`config.mk`:
```
export PLATFORM = sky130hd
export DESIGN_NAME = xfer_seq
export DESIGN_NICKNAME = d
export VERILOG_FILES = /design/src/rtl/xfer_pkg.sv /design/src/rtl/xfer_cond.sv /design/src/rtl/xfer_rel.sv /design/src/rtl/xfer_vec.sv /design/src/rtl/xfer_seq.sv
export SDC_FILE = /design/constraint.sdc
export NUM_CORES = 1
export LEC_CHECK = 0
export BUFFER_PORTS_ARGS = -buffer_cell sky130_fd_sc_hd__buf_2
export CAP_MARGIN = 20
export CORE_MARGIN = 2
export CORE_UTILIZATION = 28
export DETAILED_ROUTE_END_ITERATION = 16
export SLEW_MARGIN = 20
export SYNTH_ARGS = -nofsm -noshare
export SYNTH_HDL_FRONTEND = slang
export SYNTH_HIERARCHICAL = 1
export SYNTH_SLANG_ARGS = --single-unit
```
`constraint.sdc`:
```
create_clock -name clk -period 3.4 [get_ports clk]
set_input_delay 0.51 -clock clk [delete_from_list [all_inputs] [get_ports clk]]
set_output_delay 0.51 -clock clk [all_outputs]
set_load 0.03 [all_outputs]
```
`src/rtl/xfer_pkg.sv`:
```
package xfer_pkg;

   typedef enum logic [2:0] {
      OP_JP   = 3'd0,
      OP_JR   = 3'd1,
      OP_CALL = 3'd2,
      OP_RET  = 3'd3,
      OP_RETI = 3'd4,
      OP_RST  = 3'd5,
      OP_JHL  = 3'd6,
      OP_NONE = 3'd7
   } xfer_op_e;

   localparam logic [2:0] CC_ALWAYS = 3'd0;
   localparam logic [2:0] CC_ZSET   = 3'd1;
   localparam logic [2:0] CC_ZCLR   = 3'd2;
   localparam logic [2:0] CC_CSET   = 3'd3;
   localparam logic [2:0] CC_CCLR   = 3'd4;

   typedef enum logic [3:0] {
      S_IDLE,
      S_IMM_LO,
      S_IMM_HI,
      S_SETTLE,
      S_PUSH_HI,
      S_PUSH_LO,
      S_TEST,
      S_POP_LO,
      S_POP_HI,
      S_TAIL
   } seq_st_e;

endpackage

```
`src/rtl/xfer_cond.sv`:
```
module xfer_cond
   import xfer_pkg::*;
(
   input  logic [2:0] cond,
   input  logic       flag_z,
   input  logic       flag_c,
   output logic       take
);
   always_comb begin
      case (cond)
         CC_ALWAYS: take = 1'b1;
         CC_ZSET:   take = flag_z;
         CC_ZCLR:   take = !flag_z;
         CC_CSET:   take = flag_c;
         CC_CCLR:   take = !flag_c;
         default:   take = 1'b0;
      endcase
   end
endmodule

```
`src/rtl/xfer_rel.sv`:
```
module xfer_rel #(
   parameter int DW = 8,
   localparam int AW = 2 * DW
) (
   input  logic [AW-1:0] base,
   input  logic [DW-1:0] offset,
   output logic [AW-1:0] sum
);
   logic [AW-1:0] ext;
   assign ext = {{(AW-DW){offset[DW-1]}}, offset};
   assign sum = base + ext;
endmodule

```
`src/rtl/xfer_vec.sv`:
```
module xfer_vec #(
   parameter int AW     = 16,
   parameter int VSW    = 3,
   parameter int STRIDE = 8,
   localparam int NVEC  = 1 << VSW
) (
   input  logic [VSW-1:0] idx,
   output logic [AW-1:0]  addr
);
   logic [AW-1:0] tbl [NVEC];

   for (genvar i = 0; i < NVEC; i++) begin : g_vec
      assign tbl[i] = AW'(i * STRIDE);
   end

   assign addr = tbl[idx];
endmodule

```
`src/rtl/xfer_seq.sv`:
```
module xfer_seq
   import xfer_pkg::*;
#(
   parameter int DW         = 8,
   parameter int VSW        = 3,
   parameter int VEC_STRIDE = 8,
   localparam int AW        = 2 * DW,
   localparam int NVEC      = 1 << VSW
) (
   input  logic           clk,
   input  logic           rst_n,
   input  logic           start,
   input  logic [2:0]     op,
   input  logic [2:0]     cond,
   input  logic           flag_z,
   input  logic           flag_c,
   input  logic [VSW-1:0] rst_idx,
   input  logic [AW-1:0]  pc_in,
   input  logic [AW-1:0]  sp_in,
   input  logic [AW-1:0]  hl_in,
   output logic           busy,
   output logic           done,
   output logic           ie_pulse,
   output logic [AW-1:0]  pc_out,
   output logic [AW-1:0]  sp_out,
   output logic           mem_req,
   output logic           mem_we,
   output logic [AW-1:0]  mem_addr,
   output logic [DW-1:0]  mem_wdata,
   input  logic [DW-1:0]  mem_rdata,
   input  logic           mem_ready
);

   if (DW < 4) begin : g_bad_dw
      $error("xfer_seq: DW must be at least 4");
   end
   if (VEC_STRIDE < 1 || (NVEC - 1) * VEC_STRIDE >= (1 << AW)) begin : g_bad_vec
      $error("xfer_seq: restart vectors do not fit the address space");
   end

   seq_st_e       state_q;
   xfer_op_e      op_q, op_e;
   logic          take_q, take_now;
   logic          done_q, ie_q;
   logic [AW-1:0] pc_q, sp_q, tgt_q;
   logic [AW-1:0] pc_inc, sp_inc, sp_dec, rel_sum, vec_addr;

   assign op_e   = xfer_op_e'(op);
   assign pc_inc = pc_q + AW'(1);
   assign sp_inc = sp_q + AW'(1);
   assign sp_dec = sp_q - AW'(1);

   xfer_cond u_cond (
      .cond   (cond),
      .flag_z (flag_z),
      .flag_c (flag_c),
      .take   (take_now)
   );

   xfer_rel #(.DW(DW)) u_rel (
      .base   (pc_inc),
      .offset (mem_rdata),
      .sum    (rel_sum)
   );

   xfer_vec #(.AW(AW), .VSW(VSW), .STRIDE(VEC_STRIDE)) u_vec (
      .idx  (rst_idx),
      .addr (vec_addr)
   );

   always_ff @(posedge clk) begin
      if (!rst_n) begin
         state_q <= S_IDLE;
         op_q    <= OP_NONE;
         take_q  <= 1'b0;
         done_q  <= 1'b0;
         ie_q    <= 1'b0;
         pc_q    <= '0;
         sp_q    <= '0;
         tgt_q   <= '0;
      end else begin
         done_q <= 1'b0;
         ie_q   <= 1'b0;
         case (state_q)
            S_IDLE: begin
               if (start && op_e != OP_NONE) begin
                  op_q   <= op_e;
                  pc_q   <= pc_in;
                  sp_q   <= sp_in;
                  take_q <= (op_e == OP_RETI) || take_now;
                  case (op_e)
                     OP_JP, OP_JR, OP_CALL: state_q <= S_IMM_LO;
                     OP_RET:  state_q <= (cond == CC_ALWAYS) ? S_POP_LO : S_TEST;
                     OP_RETI: state_q <= S_POP_LO;
                     OP_RST: begin
                        tgt_q   <= vec_addr;
                        state_q <= S_SETTLE;
                     end
                     default: begin
                        pc_q   <= hl_in;
                        done_q <= 1'b1;
                     end
                  endcase
               end
            end
            S_IMM_LO: begin
               if (mem_ready) begin
                  pc_q <= pc_inc;
                  if (op_q == OP_JR) begin
                     tgt_q   <= rel_sum;
                     state_q <= take_q ? S_SETTLE : S_IDLE;
                     done_q  <= !take_q;
                  end else begin
                     tgt_q[DW-1:0] <= mem_rdata;
                     state_q       <= S_IMM_HI;
                  end
               end
            end
            S_IMM_HI: begin
               if (mem_ready) begin
                  pc_q           <= pc_inc;
                  tgt_q[AW-1:DW] <= mem_rdata;
                  state_q        <= take_q ? S_SETTLE : S_IDLE;
                  done_q         <= !take_q;
               end
            end
            S_SETTLE: begin
               if (op_q == OP_CALL || op_q == OP_RST) begin
                  state_q <= S_PUSH_HI;
               end else begin
                  pc_q    <= tgt_q;
                  state_q <= S_IDLE;
                  done_q  <= 1'b1;
               end
            end
            S_PUSH_HI: begin
               if (mem_ready) begin
                  sp_q    <= sp_dec;
                  state_q <= S_PUSH_LO;
               end
            end
            S_PUSH_LO: begin
               if (mem_ready) begin
                  sp_q    <= sp_dec;
                  pc_q    <= tgt_q;
                  state_q <= S_IDLE;
                  done_q  <= 1'b1;
               end
            end
            S_TEST: begin
               state_q <= take_q ? S_POP_LO : S_IDLE;
               done_q  <= !take_q;
            end
            S_POP_LO: begin
               if (mem_ready) begin
                  tgt_q[DW-1:0] <= mem_rdata;
                  sp_q          <= sp_inc;
                  state_q       <= S_POP_HI;
               end
            end
            S_POP_HI: begin
               if (mem_ready) begin
                  tgt_q[AW-1:DW] <= mem_rdata;
                  sp_q           <= sp_inc;
                  state_q        <= S_TAIL;
               end
            end
            S_TAIL: begin
               pc_q    <= tgt_q;
               state_q <= S_IDLE;
               done_q  <= 1'b1;
               ie_q    <= (op_q == OP_RETI);
            end
            default: state_q <= S_IDLE;
         endcase
      end
   end

   always_comb begin
      mem_req   = 1'b0;
      mem_we    = 1'b0;
      mem_addr  = '0;
      mem_wdata = '0;
      case (state_q)
         S_IMM_LO, S_IMM_HI: begin
            mem_req  = 1'b1;
            mem_addr = pc_q;
         end
         S_PUSH_HI: begin
            mem_req   = 1'b1;
            mem_we    = 1'b1;
            mem_addr  = sp_dec;
            mem_wdata = pc_q[AW-1:DW];
         end
         S_PUSH_LO: begin
            mem_req   = 1'b1;
            mem_we    = 1'b1;
            mem_addr  = sp_dec;
            mem_wdata = pc_q[DW-1:0];
         end
         S_POP_LO, S_POP_HI: begin
            mem_req  = 1'b1;
            mem_addr = sp_q;
         end
         default: ;
      endcase
   end

   assign busy     = (state_q != S_IDLE);
   assign done     = done_q;
   assign ie_pulse = ie_q;
   assign pc_out   = pc_q;
   assign sp_out   = sp_q;

endmodule

```
# Word level (Yosys, flattened, before mapping)
# Memories as Yosys holds them, arrays and structs flattened.
# Cells that the tools add are included.
# op_classes
div_mod_pow	0
n_mux	47
bitwise	1
n_lt_le_gt_ge	1
multipliers	0
shift	0
n_reduce_logical	28
n_eq_ne	38
add_sub_neg	4
# op_table
cell	count
$mux W16	13
$pmux W16 S3	2
$pmux W16 S5	1
$pmux W8 S3	2
$pmux W4 S9	1
$add A16 B1 Y16 const B	2
$mux W4	7
$mux W8	3
$ne A2 B2 Y1 const B	9
$add A16 B16 Y16	1
$eq A4 B3 Y1 const B	4
$pmux W4 S4	1
$pmux W8 S2	1
$sub A16 B1 Y16 const B	1
$eq A3 B2 Y1 const B	5
$eq A3 B3 Y1 const B	5
$reduce_or A6 Y1	2
$mux W1	10
$ne A2 B1 Y1 const B	5
$reduce_and A5 Y1	2
$eq A3 B1 Y1 const B	3
$reduce_bool A3 Y1	3
$eq A4 B2 Y1 const B	2
$eq A4 B4 Y1 const B	2
22 further kinds	32
# totals
latch_bits	0
mem_bits_ro	128
ff_bits	58
n_memories	1
mem_bits_rw	0
out_inout_bits	61
input_bits	71
# mem_list
name	words	width	read_ports	rd_clocked_by_memory_dff	write_ports	line	source
(name not given)	8	16	1	0	0	xfer_vec.sv:16	assign addr = tbl[idx];

# Depth between registers and ports, before layout
# Gate-level depths: netlist of run 1.
# logic_depth
depth_word	7
depth_mapped	15
depth_no_buf	14

# By module
# Netlist of run 1, hierarchy kept.
# modules_own_cells
module	area_each_um2	instances	cells_each
xfer_seq	4928.5	1	673
xfer_rel	765.7	1	102
xfer_vec	123.9	1	17
xfer_cond	28.8	1	6

# Worst setup path after synthesis of run 1
# Ideal clock, no wire load.
# synth_path
kind	register to register
from	register pc_q[5], in the netlist pc_out[5]
to	register tgt_q[14]
path_slack_ps	-113
synth_period_minus_slack_ps	3513
path_stages_with_launch	15
required_ps	3268
setup_time_ps	132
n_path_buf	2
arrival_ps	3381
cell_sequence	dfxtp_1 and4_1 clkbuf_1 nand4_1 xnor2_1 ha_1 clkbuf_1 nand3_1 or3b_2 o21ai_0 o211ai_1 a32oi_1 nor2_1 a2111oi_0 nor3_1
# synth_via
elab_chain_len	5
# synth_rtl
element	line	source
start, declared	xfer_seq.sv:45	logic [AW-1:0] pc_q, sp_q, tgt_q;
start signal, assigned	xfer_seq.sv:88	pc_q <= pc_in;
start signal, assigned	xfer_seq.sv:100	pc_q <= hl_in;
start signal, assigned	xfer_seq.sv:108	pc_q <= pc_inc;
$add A16 B1 Y16	xfer_seq.sv:49	assign pc_inc = pc_q + AW'(1);
named net pc_inc[12]	xfer_seq.sv:46	logic [AW-1:0] pc_inc, sp_inc, sp_dec, rel_sum, vec_addr;
$add A16 B16 Y16	xfer_rel.sv:11	assign sum = base + ext;
named net rel_sum[14]	xfer_seq.sv:46	
$mux W8	xfer_seq.sv:109	if (op_q == OP_JR) begin
$mux W16	xfer_seq.sv:107	if (mem_ready) begin
$pmux W8 S3	xfer_seq.sv:84	case (state_q)
end signal, assigned	xfer_seq.sv:96	tgt_q <= vec_addr;
end signal, assigned	xfer_seq.sv:110	tgt_q <= rel_sum;
end signal, assigned by index	xfer_seq.sv:114	tgt_q[DW-1:0] <= mem_rdata;
end, declared	xfer_seq.sv:45	
# The timed path passes the listed nets, and every way through them passes these cells. The select of a mux whose other input is x is not followed.
# A chain may end at the register's enable or synchronous reset.

# Worst setup path after layout of run 1
# layout_path
from	register sp_q[0], in the netlist sp_out[0]
to	output mem_addr[10]
# layout_via
elab_chain_len	2
# layout_rtl
element	line	source
start, declared	xfer_seq.sv:45	
start signal, assigned	xfer_seq.sv:89	sp_q <= sp_in;
start signal, assigned	xfer_seq.sv:138	sp_q <= sp_dec;
start signal, assigned	xfer_seq.sv:144	sp_q <= sp_dec;
$sub A16 B1 Y16	xfer_seq.sv:51	assign sp_dec = sp_q - AW'(1);
$pmux W16 S3	xfer_seq.sv:184	case (state_q)
end, declared	xfer_seq.sv:28	output logic [AW-1:0] mem_addr,
# Every way passes these cells.

==> reports/metrics.yaml, run 1 <==
pwr:
  vdd_ir_drop_max_mv: 0.319
  power.density_mw_per_mm2: 965
  p_total_mw: 7.00
  p_leak_nw: 3.04
logic_synthesis:
  yosys-top-cells-area: "dfxtp_1 20%, nand2_1 6.2%, a21oi_1 5.4%"
  synthArstFlopShare_pct: 0
  synthFlopType: "dfxtp_1"
  avgSynthCellArea_um2: 7.33
  synth_cell_type_count: 87
  synth_edf_count: 0
  post-synth-top-area-cell: "dfxtp_1"
  syn-cell-area_mm2: 0.00585
  ys_ff_latch: 58
  ys_seq_area_share_pct: 19.9
  synth_warnings: 6
  synth_top_area_share_pct: 19.9
  synthesis.instances: 798
timing:
  finalSetupViolCount: 0
  slew_headroom_pct: 37.3
  fmax_ghz: 0.309
  fin_crit_sh_pct: 95.2
  clock_skew_ps: 8.76
  finalHoldViolations: 0
  slew_violations: 0
  layout_min_cycle_time_ps: 3240
  worstMarginPinSlew_ps: 931
placed_design:
  io_buffer_count: 131
  routabilityCongestion: 0.912
  dp_hpwl_um: 17000
  postPlaceCellArea_mm2: 0.00685
worst_setup_path:
  critPathLaunchType: "register"
  critPathMaxStageDelay_ps: 470
  timing.rr.start: "pc_out[0]$_SDFFE_PN0P_"
  ff2ff_setup_slack_ps: 170
  critPathTopFamily: "simple AND/OR/NAND/NOR gates"
  critPathRequiredTime_ps: 2890
  worstPathMaxFanout: 6
  reg2reg_to: "tgt_q[14]$_SDFFE_PN0P_"
  critPathSlowestCell: "or3b_1"
  worst-path-buf-inv: 2
  r2r_cells: 14
  cp_cell_sequence: "inv_1 > ha_1 > or3b_1 > or3_4 > or3_1 > mux2i_1 > a221o_2 > buf_2"
  arrival_ps: 2730
  endpoint_kind: "primary output"
  critical_path_class: "reg2out"
finish:
  drive_gt1_share_pct: 26.5
  fin_area_mm2: 0.00725
  fin_util_pct: 35.6
  diodes: 0
  finalNetCount: 1006
  area_growth_pct: 24.1
  fillers: 2160
outcome:
  status: "finished, final reports clean"
grt:
  grt_overflow: 0
  grt_antenna_before_repair: 0
  grt_first_pass_wirelength_um: 33800
  grt_max_degree: 35
  grt_pass1_vias: 6086
  grt_usage_pct: 19.4
floorplan:
  die_w_um: 149
  die-area_mm2: 0.0221
  num_rows: 52
  die_y_um: 149
  core_area_mm2: 0.0204
  initial_core_util_pct: 28.7
  io-pin-count: 132
route:
  drc: 0
  ant_nets: 0
  viasPerCell: 5.65
  avgRoutedWirePerCell_um: 18.8
  firstDrtPassIters: 7
  wl_um: 22300
  vias: 6732
  drt_iter0_drc: 536
clocking:
  htreeDepth: 3
  clk_latency_ps: 340
  cts_root_buffer: "clkbuf_16"
  clk_path_buf_depth: 2
  hold_buffers: 0
  post_cts_buffers: 0
  cts_num_sinks: 58
  clk_pin_slew_worst_paths_ps: 50
  cts-resized-gates: 0
  cts_tree: "yes"
  cts_made_buffers: 9
flow_run:
  drv_cap: 0
hold_path:
  hp-class: "in2reg"
  hold_depth: 3
  worstHoldEndpoint: "sp_out[0]$_SDFFE_PN0P_"
  min-delay-start: "sp_in[0]"
[power breakdown]
| part | total (mW) | internal, mW | switching, mW |
|---|---|---|---|
| logic | 4.80 | 1.74 | 3.05 |
| registers | 1.20 | 0.934 | 0.265 |
| clock network | 1.00 | 0.656 | 0.346 |
[layer usage]
| metal | GRT usage [%] | wire [µm] | share of wire [%] | up-vias |
|---|---|---|---|---|
| met5 | 0 | 0 | 0 | - |
| met4 | 3.76 | 184 | 0.82 | 0 |
| met3 | 2.45 | 1800 | 8.0 | 15 |
| met2 | 31.3 | 10000 | 45 | 293 |
| met1 | 27.7 | 10300 | 46 | 3178 |
| li1 | - | - | - | 3246 |
[worst max path at each step]
stage | start | end | slack (ps) | cells past startpoint
floorplan | pc_out[8]$_SDFFE_PN0P_ | tgt_q[14]$_SDFFE_PN0P_ | 40 | 14
global placement | pc_out[0]$_SDFFE_PN0P_ | tgt_q[10]$_SDFFE_PN0P_ | 100 | 15
detailed placement | pc_out[0]$_SDFFE_PN0P_ | tgt_q[10]$_SDFFE_PN0P_ | 90 | 15
CTS | pc_out[0]$_SDFFE_PN0P_ | tgt_q[10]$_SDFFE_PN0P_ | 60 | 15
global route | pc_out[0]$_SDFFE_PN0P_ | tgt_q[14]$_SDFFE_PN0P_ | -30 | 14
finish | sp_out[0]$_SDFFE_PN0P_ | mem_addr[10] | 160 | 8
[synth_stat cells, types with 17 or more instances]
| master | number |
|---|---|
| a211oi_1 | 22 |
| a21oi_1 | 63 |
| a221oi_1 | 17 |
| buf_2 | 19 |
| clkbuf_1 | 41 |
| dfxtp_1 | 58 |
| ha_1 | 18 |
| mux2i_1 | 17 |
| nand2_1 | 96 |
| nand3_1 | 24 |
| nor2_1 | 46 |
| nor3_1 | 27 |
| o21ai_0 | 32 |
| xnor2_1 | 28 |
[cell usage in the layout (no fill, tap or decap), types with 5 or more instances in the layout]
master and count:
dfxtp_2 5, o221a_2 8, nor2_1 46, nand2b_1 11, and3_1 7, nor3_1 27, or3_1 6, nand3_1 24
a222oi_1 8, nor2b_1 8, xnor2_2 6, buf_4 50, dfxtp_1 52, o211ai_1 5, a21o_1 11, xnor2_1 22
ha_1 17, a211oi_1 21, inv_1 16, nor3b_1 5, o21ai_0 30, clkbuf_16 9, a221oi_1 17, a32oi_1 8
nor4_1 13, o22ai_1 10, and2_1 7, nand2_1 96, a311oi_1 5, buf_2 131, a31oi_1 9, a221o_1 10
conb_1 13, xor2_1 9, a21oi_1 63, nand4_1 14, mux2i_1 17, o32ai_1 6
[cells by family after synthesis]
kind of cell | Yosys count | share of synthesized area (%)
simple gates | 297 | 26.2
compound gates | 264 | 32.7
buf+inv | 104 | 8.39
flops | 58 | 19.9
xor+xnor | 37 | 5.54
fa+ha+maj | 20 | 4.37
mux | 17 | 2.91
other cells | 1 | 0.0641
[final cells by class]
cell class	instances	area, µm²	area share (%)
multi-input combinational	648	4330	59.7
sequential	58	1170	16.1
timing repair buffer	181	1030	14.2
tap	270	338	4.66
clock buffer	10	239	3.29
clock inverter	6	80.1	1.10
inverter	18	67.6	0.932
[per-stage QoR]
| stage | std cells | setup TNS, ps | setup slack (ps) | hold slack, ps |
|---|---|---|---|---|
| global placement | 1175 | 0 | 95.8 | 485 |
| floorplan | 810 | 0 | 36.0 | 451 |
| finish | 1191 | 0 | 164 | 457 |
| CTS | 1191 | 0 | 64.4 | 448 |
| global route | 1191 | -28.4 | -27.5 | 476 |
| detailed placement | 1175 | 0 | 92.5 | 489 |
[worst reg2reg max path, stage by stage (launching register included)]
cell       delay (ps)
dfxtp_2           320
ha_1              170
and2_2            200
nand3_1           120
buf_4             170
or2_2             330
xnor2_2           230
ha_1              320
nor2b_1           160
a221oi_1          250
o211ai_1          130
a32oi_1           170
nor2_1             60
a2111oi_0         390
nor3_1             80
[registers in the layout (all words and copies together) (netlist names)]
name and cells:
tgt_q 16, state_q 4, op_q 3, ie_pulse 1
take_q 1, done 1, pc_out 16, sp_out 16
Power figures use the tool's default switching activity.
==> run 2: changes to the inputs <==
--- a/config.mk
+++ b/config.mk
@@ -7,9 +7,9 @@
 export LEC_CHECK = 0
 export BUFFER_PORTS_ARGS = -buffer_cell sky130_fd_sc_hd__buf_2
 export CAP_MARGIN = 20
-export CORE_MARGIN = 2
 export CORE_UTILIZATION = 28
 export DETAILED_ROUTE_END_ITERATION = 16
+export PLACE_DENSITY_LB_ADDON = 0.15
 export SLEW_MARGIN = 20
 export SYNTH_ARGS = -nofsm -noshare
 export SYNTH_HDL_FRONTEND = slang
==> run 2 against run 1 <==
  * Cell count fell by 0.25%
  * Clock power about the same
  * Global-route usage grew 2.3 points
  * Hold slack got worse by 4.1 ps
  * Critical path depth unchanged
  * Register-to-register slack barely moved
  * Sequential power about the same
  * First-iteration DRC count decreased by 17%
  * Combinational power about the same
  * Die area down 2.7%
  * Largest power group unchanged
==> reports/metrics.yaml, run 2 (synthesis gave the netlist of run 1 again) <==
outcome:
  status: "finished, final reports clean"
clocking:
  hold_buffers: 0  # unchanged
  cts_made_buffers: 9  # unchanged
  htreeDepth: 3  # unchanged
  cts_root_buffer: "clkbuf_16"
  cts_tree: "yes"
  clk_path_buf_depth: 2  # unchanged
  cts_num_sinks: 58  # unchanged
  clk_latency_ps: 340  # about the same
  clk_pin_slew_worst_paths_ps: 60  # about the same
floorplan:
  num_rows: 52  # unchanged
  core_area_mm2: 0.0204  # unchanged
  die_y_um: 147  # -1.3%
  die_w_um: 147  # -1.3%
  io-pin-count: 132  # unchanged
  die-area_mm2: 0.0215  # -2.7%
  initial_core_util_pct: 28.7  # unchanged
flow_run:
  drv_cap: 0  # unchanged
placed_design:
  post-place-ws_ps: 3.40  # -89.1 ps
  io_buffer_count: 131  # unchanged
  dp_cells: 1171  # -0.34%
  postPlaceCellArea_mm2: 0.00683  # -0.20%
  dp_hpwl_um: 17400  # +2.2%
  routabilityCongestion: 0.908  # -0.42%
route:
  drt_iter0_drc: 446  # -17%
  firstDrtPassIters: 5  # -2
  avgRoutedWirePerCell_um: 19.5  # +4.2%
  wl_um: 23200  # +4.0%
  vias: 6719  # -0.19%
  viasPerCell: 5.66  # about the same
  drc: 0  # unchanged
  ant_nets: 0  # unchanged
timing:
  setup_ws_ps: 81.7  # -82.6 ps
  worstMarginPinSlew_ps: 855  # -76.2 ps
  fmax_ghz: 0.301  # -2.5%
  finalHoldViolations: 0  # unchanged
  tns_ps: 0  # unchanged
  slew_headroom_pct: 42.4  # +5.1 points
  layout_min_cycle_time_ps: 3320  # +82.6 ps
  fin_crit_sh_pct: 97.6  # +2.4 points
  finalSetupViolCount: 0  # unchanged
  clock_skew_ps: 6.50  # -2.26 ps
  fin_hold_ws_ps: 452  # -4.06 ps
  slew_violations: 0  # unchanged
pwr:
  power.density_mw_per_mm2: 976  # +1.1%
  p_leak_nw: 2.99  # -1.5%
  p_total_mw: 7.04  # +0.63%
  vdd_ir_drop_max_mv: 0.296  # -7.3%
worst_setup_path:
  cp_cell_sequence: "inv_1 > ha_1 > or3b_1 > or3_4 > or3_1 > mux2i_1 > a221o_2 > buf_2"
  endpoint_kind: "primary output"
  arrival_ps: 2810  # +80 ps
  worstPathMaxFanout: 6  # unchanged
  critPathMaxStageDelay_ps: 490  # +20 ps
  critPathRequiredTime_ps: 2890  # about the same
  critical_path_class: "reg2out"
  critPathLaunchType: "register"
  critPathSlowestCell: "or3b_1"
finish:
  finalNetCount: 1003  # -0.30%
  fillers: 2253  # +4.3%
  multi_input_area_mm2: 0.00430  # -0.64%
  fin_area_mm2: 0.00722  # -0.50%
  final_common_cell: "buf_2"
  drive_gt1_share_pct: 25.7  # -0.78 points
  ff_latch_area_mm2: 0.00117  # unchanged
  diodes: 0  # unchanged
  fin_cells: 1188  # -0.25%
  layout_common_cells: "131 x buf_2, 96 x nand2_1, 63 x a21oi_1"
  fin_util_pct: 35.4  # -0.18 points
  area_growth_pct: 23.4
grt:
  grt_first_pass_wirelength_um: 36300  # +7.5%
  grt_max_degree: 35  # unchanged
  grt_overflow: 0  # unchanged
  grt_pass1_vias: 6269  # +3.0%
  grt_antenna_before_repair: 0  # unchanged
  grt_usage_pct: 21.7  # +2.3 points
hold_path:
  hp-class: "in2reg"
[run 2: cell count changes in the layout (fill, tap and decap cells not counted), moves of 2 or more]
cell and delta:
xnor2_1 +4, clkinv_2 -2, xnor2_2 -4, buf_4 -4
[run 2: area by class of cell]
type                    count  share of cell area, %
multi-input cells         648                   59.6
clock inverters             5                   1.07
clock buffers              11                   3.36
inverters                  18                  0.936
well taps                 270                   4.68
flip-flops and latches     58                   16.2
repair buffers            178                   14.1
[run 2: final timing paths]
kind                          start                endpoint  slack, ps  cells after the start
max          sp_out[0]$_SDFFE_PN0P_            mem_addr[10]         80                      8
min                        sp_in[0]  sp_out[0]$_SDFFE_PN0P_        450                      3
max reg2reg  pc_out[0]$_SDFFE_PN0P_  tgt_q[14]$_SDFFE_PN0P_        160                     14
min reg2reg   tgt_q[7]$_SDFFE_PN0P_   tgt_q[7]$_SDFFE_PN0P_        510                      2
[run 2: repair_timing]
| action | 4_1_cts | 5_1_grt |
|---|---|---|
| gates resized for setup | 1 | 15 |
| pin swaps | 0 | 3 |
| buffers inserted | 0 | 1 |
| setup endpoints to repair | 1 | 9 |
| cloned | 0 | 0 |
[run 2: power breakdown]
group / total, mW / internal (mW) / switching [mW] / leakage (nW)
combinational: 4.79 / 1.74 / 3.05 / 2.36
sequential: 1.23 / 0.934 / 0.299 / 0.479
clock: 1.02 / 0.659 / 0.357 / 0.156
[run 2: routing by layer]
| metal | global-route usage, % | up-vias | share of wire (%) |
|---|---|---|---|
| met5 | 0 | - | 0 |
| met4 | 6.88 | 0 | 1.8 |
| met3 | 3.16 | 29 | 5.3 |
| met2 | 33.9 | 226 | 45 |
| met1 | 30.4 | 3201 | 48 |
| li1 | - | 3263 | - |
[run 2: critical path: cells and delay by family (launching register included)]
family                   cells  cell delay [ps]
adder cells (fa/ha/maj)      1              220
AO/OA/AOI/OAI                1              310
buffers and inverters        2              230
AND/OR/NAND/NOR              3             1250
multiplexers                 1              150
flip-flops                   1              310
==> run 3: changes to the inputs <==
--- a/config.mk
+++ b/config.mk
@@ -5,13 +5,13 @@
 export SDC_FILE = /design/constraint.sdc
 export NUM_CORES = 1
 export LEC_CHECK = 0
+export ABC_AREA = 1
 export BUFFER_PORTS_ARGS = -buffer_cell sky130_fd_sc_hd__buf_2
-export CAP_MARGIN = 20
+export CAP_MARGIN = 10
 export CORE_UTILIZATION = 28
 export DETAILED_ROUTE_END_ITERATION = 16
 export PLACE_DENSITY_LB_ADDON = 0.15
 export SLEW_MARGIN = 20
 export SYNTH_ARGS = -nofsm -noshare
 export SYNTH_HDL_FRONTEND = slang
-export SYNTH_HIERARCHICAL = 1
 export SYNTH_SLANG_ARGS = --single-unit
==> run 3 against run 2 <==
  * First-iteration DRC count up 20%
  * Critical path depth increased by 2
  * Clock-buffer cell count grew 3
  * Clock skew up 2.5 ps
  * Hold slack worse by 7.8 ps
  * Largest power group unchanged
  * Critical path type unchanged
  * Maximum frequency up 13%
  * Area after synthesis shrank 6.7%
  * Non-clock buffer count down 40
  * Power is 6.1% lower
  * Die area decreased by 6.6%
  * Cell count grew 9.6%
  * Critical endpoint is now mem_addr[14]
==> reports/metrics.yaml, run 3 <==
outcome:
  status: "finished, final reports clean"
route:
  viasPerCell: 5.14  # -9.2%
  ant_nets: 0  # unchanged
  avgRoutedWirePerCell_um: 17.6  # -9.9%
  drc: 0  # unchanged
  firstDrtPassIters: 5  # unchanged
  drt_iter0_drc: 537  # +20%
  vias: 6688  # -0.46%
  wl_um: 22900  # -1.3%
pwr:
  power_switching_mw: 3.83  # +3.2%
  p_int_mw: 2.78  # -16%
  pwr-share-comb_pct: 66.8  # -1.3 points
  power.clock.fraction_pct: 14.4  # about the same
  switching_share_pct: 57.9  # +5.2 points
  p_leak_nw: 3.23  # +7.9%
  power.density_mw_per_mm2: 995  # +2.0%
  vdd_ir_drop_max_mv: 0.304  # +2.7%
  seq_power_share_pct: 18.9  # +1.4 points
  p_total_mw: 6.61  # -6.1%
placed_design:
  postPlaceCellArea_mm2: 0.00634  # -7.2%
  dp_cells: 1286  # +9.8%
  dp_hpwl_um: 17700  # +1.9%
  routabilityCongestion: 0.910  # +0.17%
  io_buffer_count: 131  # unchanged
worst_setup_path:
  crit_path_start: "sp_out[0]$_SDFFE_PN0P_"
  reg2reg_to: "tgt_q[14]$_SDFFE_PN0P_"
  ff2ff_setup_slack_ps: 510  # +350 ps
  critPathSlowestCell: "nor3_1"
  r2r_cells: 14  # unchanged
  critPathMaxStageDelay_ps: 420  # -70 ps
  arrival_ps: 2420  # -390 ps
  cp-endpoint: "mem_addr[14]"
  critPathLaunchType: "register"
  worstPathMaxFanout: 5  # -1
  cp_cell_sequence: "inv_1 > ha_1 > nand2_1 > nor2_1 > inv_1 > nor3_1 > nand3_1 > nand3_1 > o221ai_1 > buf_2"
  timing.rr.start: "pc_out[1]$_SDFFE_PN0P_"
  critical_path_class: "reg2out"
  critPathRequiredTime_ps: 2890  # about the same
  endpoint_kind: "primary output"
floorplan:
  core_area_mm2: 0.0189  # -7.2%
  die-area_mm2: 0.0200  # -6.6%
  die_y_um: 142  # -3.4%
  io-pin-count: 132  # unchanged
  initial_core_util_pct: 28.9  # +0.16 points
  die_w_um: 142  # -3.4%
  num_rows: 50  # -3.8%
logic_synthesis:
  post-synth-top-area-cell: "dfxtp_1"
  synthesis.instances: 916  # +15%
  ys_seq_area_share_pct: 21.3  # +1.4 points
  synthTopCellsByCount: "232 x nand2_1, 92 x inv_1, 88 x a21oi_1"
  ys_ff_latch: 58  # unchanged
  synthArstFlopShare_pct: 0  # unchanged
  yosysMostFrequentCell: "nand2_1"
  synth_nets: 1009
  synth_warnings: 0  # -6
  syn-cell-area_mm2: 0.00546  # -6.7%
  synth_edf_count: 0  # unchanged
  avgSynthCellArea_um2: 5.96  # -19%
  synth_top_area_share_pct: 21.3  # +1.4 points
  yosys-top-cells-area: "dfxtp_1 21%, nand2_1 16%, a21oi_1 8.1%"
  synthFlopType: "dfxtp_1"
  synth_cell_type_count: 43  # -51%
timing:
  clock_skew_ps: 9.05  # +2.55 ps
  slew_headroom_pct: 51.6  # +9.2 points
  rsz0062_at_grt: "no"
  tns_ps: 0  # unchanged
  finalHoldViolations: 0  # unchanged
  slew_violations: 0  # unchanged
  fmax_ghz: 0.342  # +13%
  fin_crit_sh_pct: 86.1  # -12 points
  finalSetupViolCount: 0  # unchanged
  layout_min_cycle_time_ps: 2930  # -393 ps
  worstMarginPinSlew_ps: 726  # -129 ps
clocking:
  cts_num_sinks: 58  # unchanged
  cts_made_buffers: 9  # unchanged
  clk_latency_ps: 340  # about the same
  hold_buffers: 0  # unchanged
  cts_root_buffer: "clkbuf_16"
  cts-resized-gates: 0  # -1
  clk_path_buf_depth: 2  # unchanged
  htreeDepth: 3  # unchanged
  clk_pin_slew_worst_paths_ps: 50  # about the same
  post_cts_buffers: 0  # unchanged
  cts_tree: "yes"
finish:
  diodes: 0  # unchanged
  fin_util_pct: 35.1  # -0.29 points
  fillers: 2166  # -3.9%
  area_growth_pct: 21.7
  final_common_cell: "nand2_1"
  drive_gt1_share_pct: 19.1  # -6.6 points
  layout_common_cells: "232 x nand2_1, 131 x buf_2, 92 x inv_1"
  finalNetCount: 1130  # +13%
  fin_area_mm2: 0.00664  # -8.0%
  fin_cells: 1302  # +9.6%
grt:
  grt_usage_pct: 23.1  # +1.4 points
  grt_max_degree: 43  # +23%
  grt_antenna_before_repair: 0  # unchanged
  grt_first_pass_wirelength_um: 34700  # -4.5%
  grt_overflow: 0  # unchanged
  grt_pass1_vias: 6083  # -3.0%
flow_run:
  drv_cap: 0  # unchanged
hold_path:
  hp-class: "in2reg"
run 3: how the worst min path moves through the flow:
stage	cells after the start	end	slack [ps]	startpoint
after detailed placement	1	ie_pulse$_SDFF_PN0_	480	op_q[0]$_SDFFE_PN1P_
after global placement	1	ie_pulse$_SDFF_PN0_	490	op_q[0]$_SDFFE_PN1P_
final	3	sp_out[5]$_SDFFE_PN0P_	440	sp_in[5]
after floorplan	1	ie_pulse$_SDFF_PN0_	440	op_q[0]$_SDFFE_PN1P_
after CTS	3	op_q[0]$_SDFFE_PN1P_	440	op[0]
after global routing	3	op_q[0]$_SDFFE_PN1P_	460	op[0]
run 3: metrics by stage:
step	worst slack [ps]	hold slack [ps]
6_report	474	445
5_1_grt	272	463
4_1_cts	467	438
3_5_place_dp	529	478
3_3_place_gp	509	489
2_1_floorplan	867	443
run 3: layer usage:
metal / up-vias / routed length (µm) / track usage [%]
met3: 38 / 1350 / 4.02
met5: - / 0 / 0
li1: 3339 / - / -
met4: 0 / 597 / 7.58
met1: 3089 / 10800 / 32.1
met2: 222 / 10200 / 35.9
run 3: cell families after synthesis:
| family | count (synthesis) | share of synthesized area, % |
|---|---|---|
| adders and majority gates | 22 | 5.18 |
| and+or+nand+nor | 455 | 37.1 |
| AOI/OAI and AO/OA | 241 | 25.1 |
| xor gates and xnor gates | 10 | 1.61 |
| DFF | 58 | 21.3 |
| buffers and inverters | 130 | 9.77 |
run 3: area by class of cell:
cell class	instances	area (µm²)	area share (%)
multi-input cells	728	3760	56.7
clock buffers	14	264	3.98
well taps	260	325	4.90
flip-flops and latches	58	1160	17.5
repair buffers	138	708	10.7
inverters	102	383	5.77
clock inverters	2	35.0	0.528
run 3: worst max-delay path, delay by kind of cell (launching register included):
kind	cells	cell delay (ps)
AO/OA/AOI/OAI	1	140
adder cells (fa/ha/maj)	1	190
buffers and inverters	3	480
flip-flops	1	340
AND/OR/NAND/NOR	5	910
run 3: power by group through the flow:
stage / clock network (mW) / registers, mW / logic (mW)
2_1_floorplan: 0 / 1.41 / 2.94
3_3_place_gp: 0 / 1.25 / 4.39
3_5_place_dp: 0 / 1.25 / 4.37
4_1_cts: 0.959 / 1.24 / 4.39
5_1_grt: 0.993 / 1.28 / 4.87
6_report: 0.949 / 1.25 / 4.42
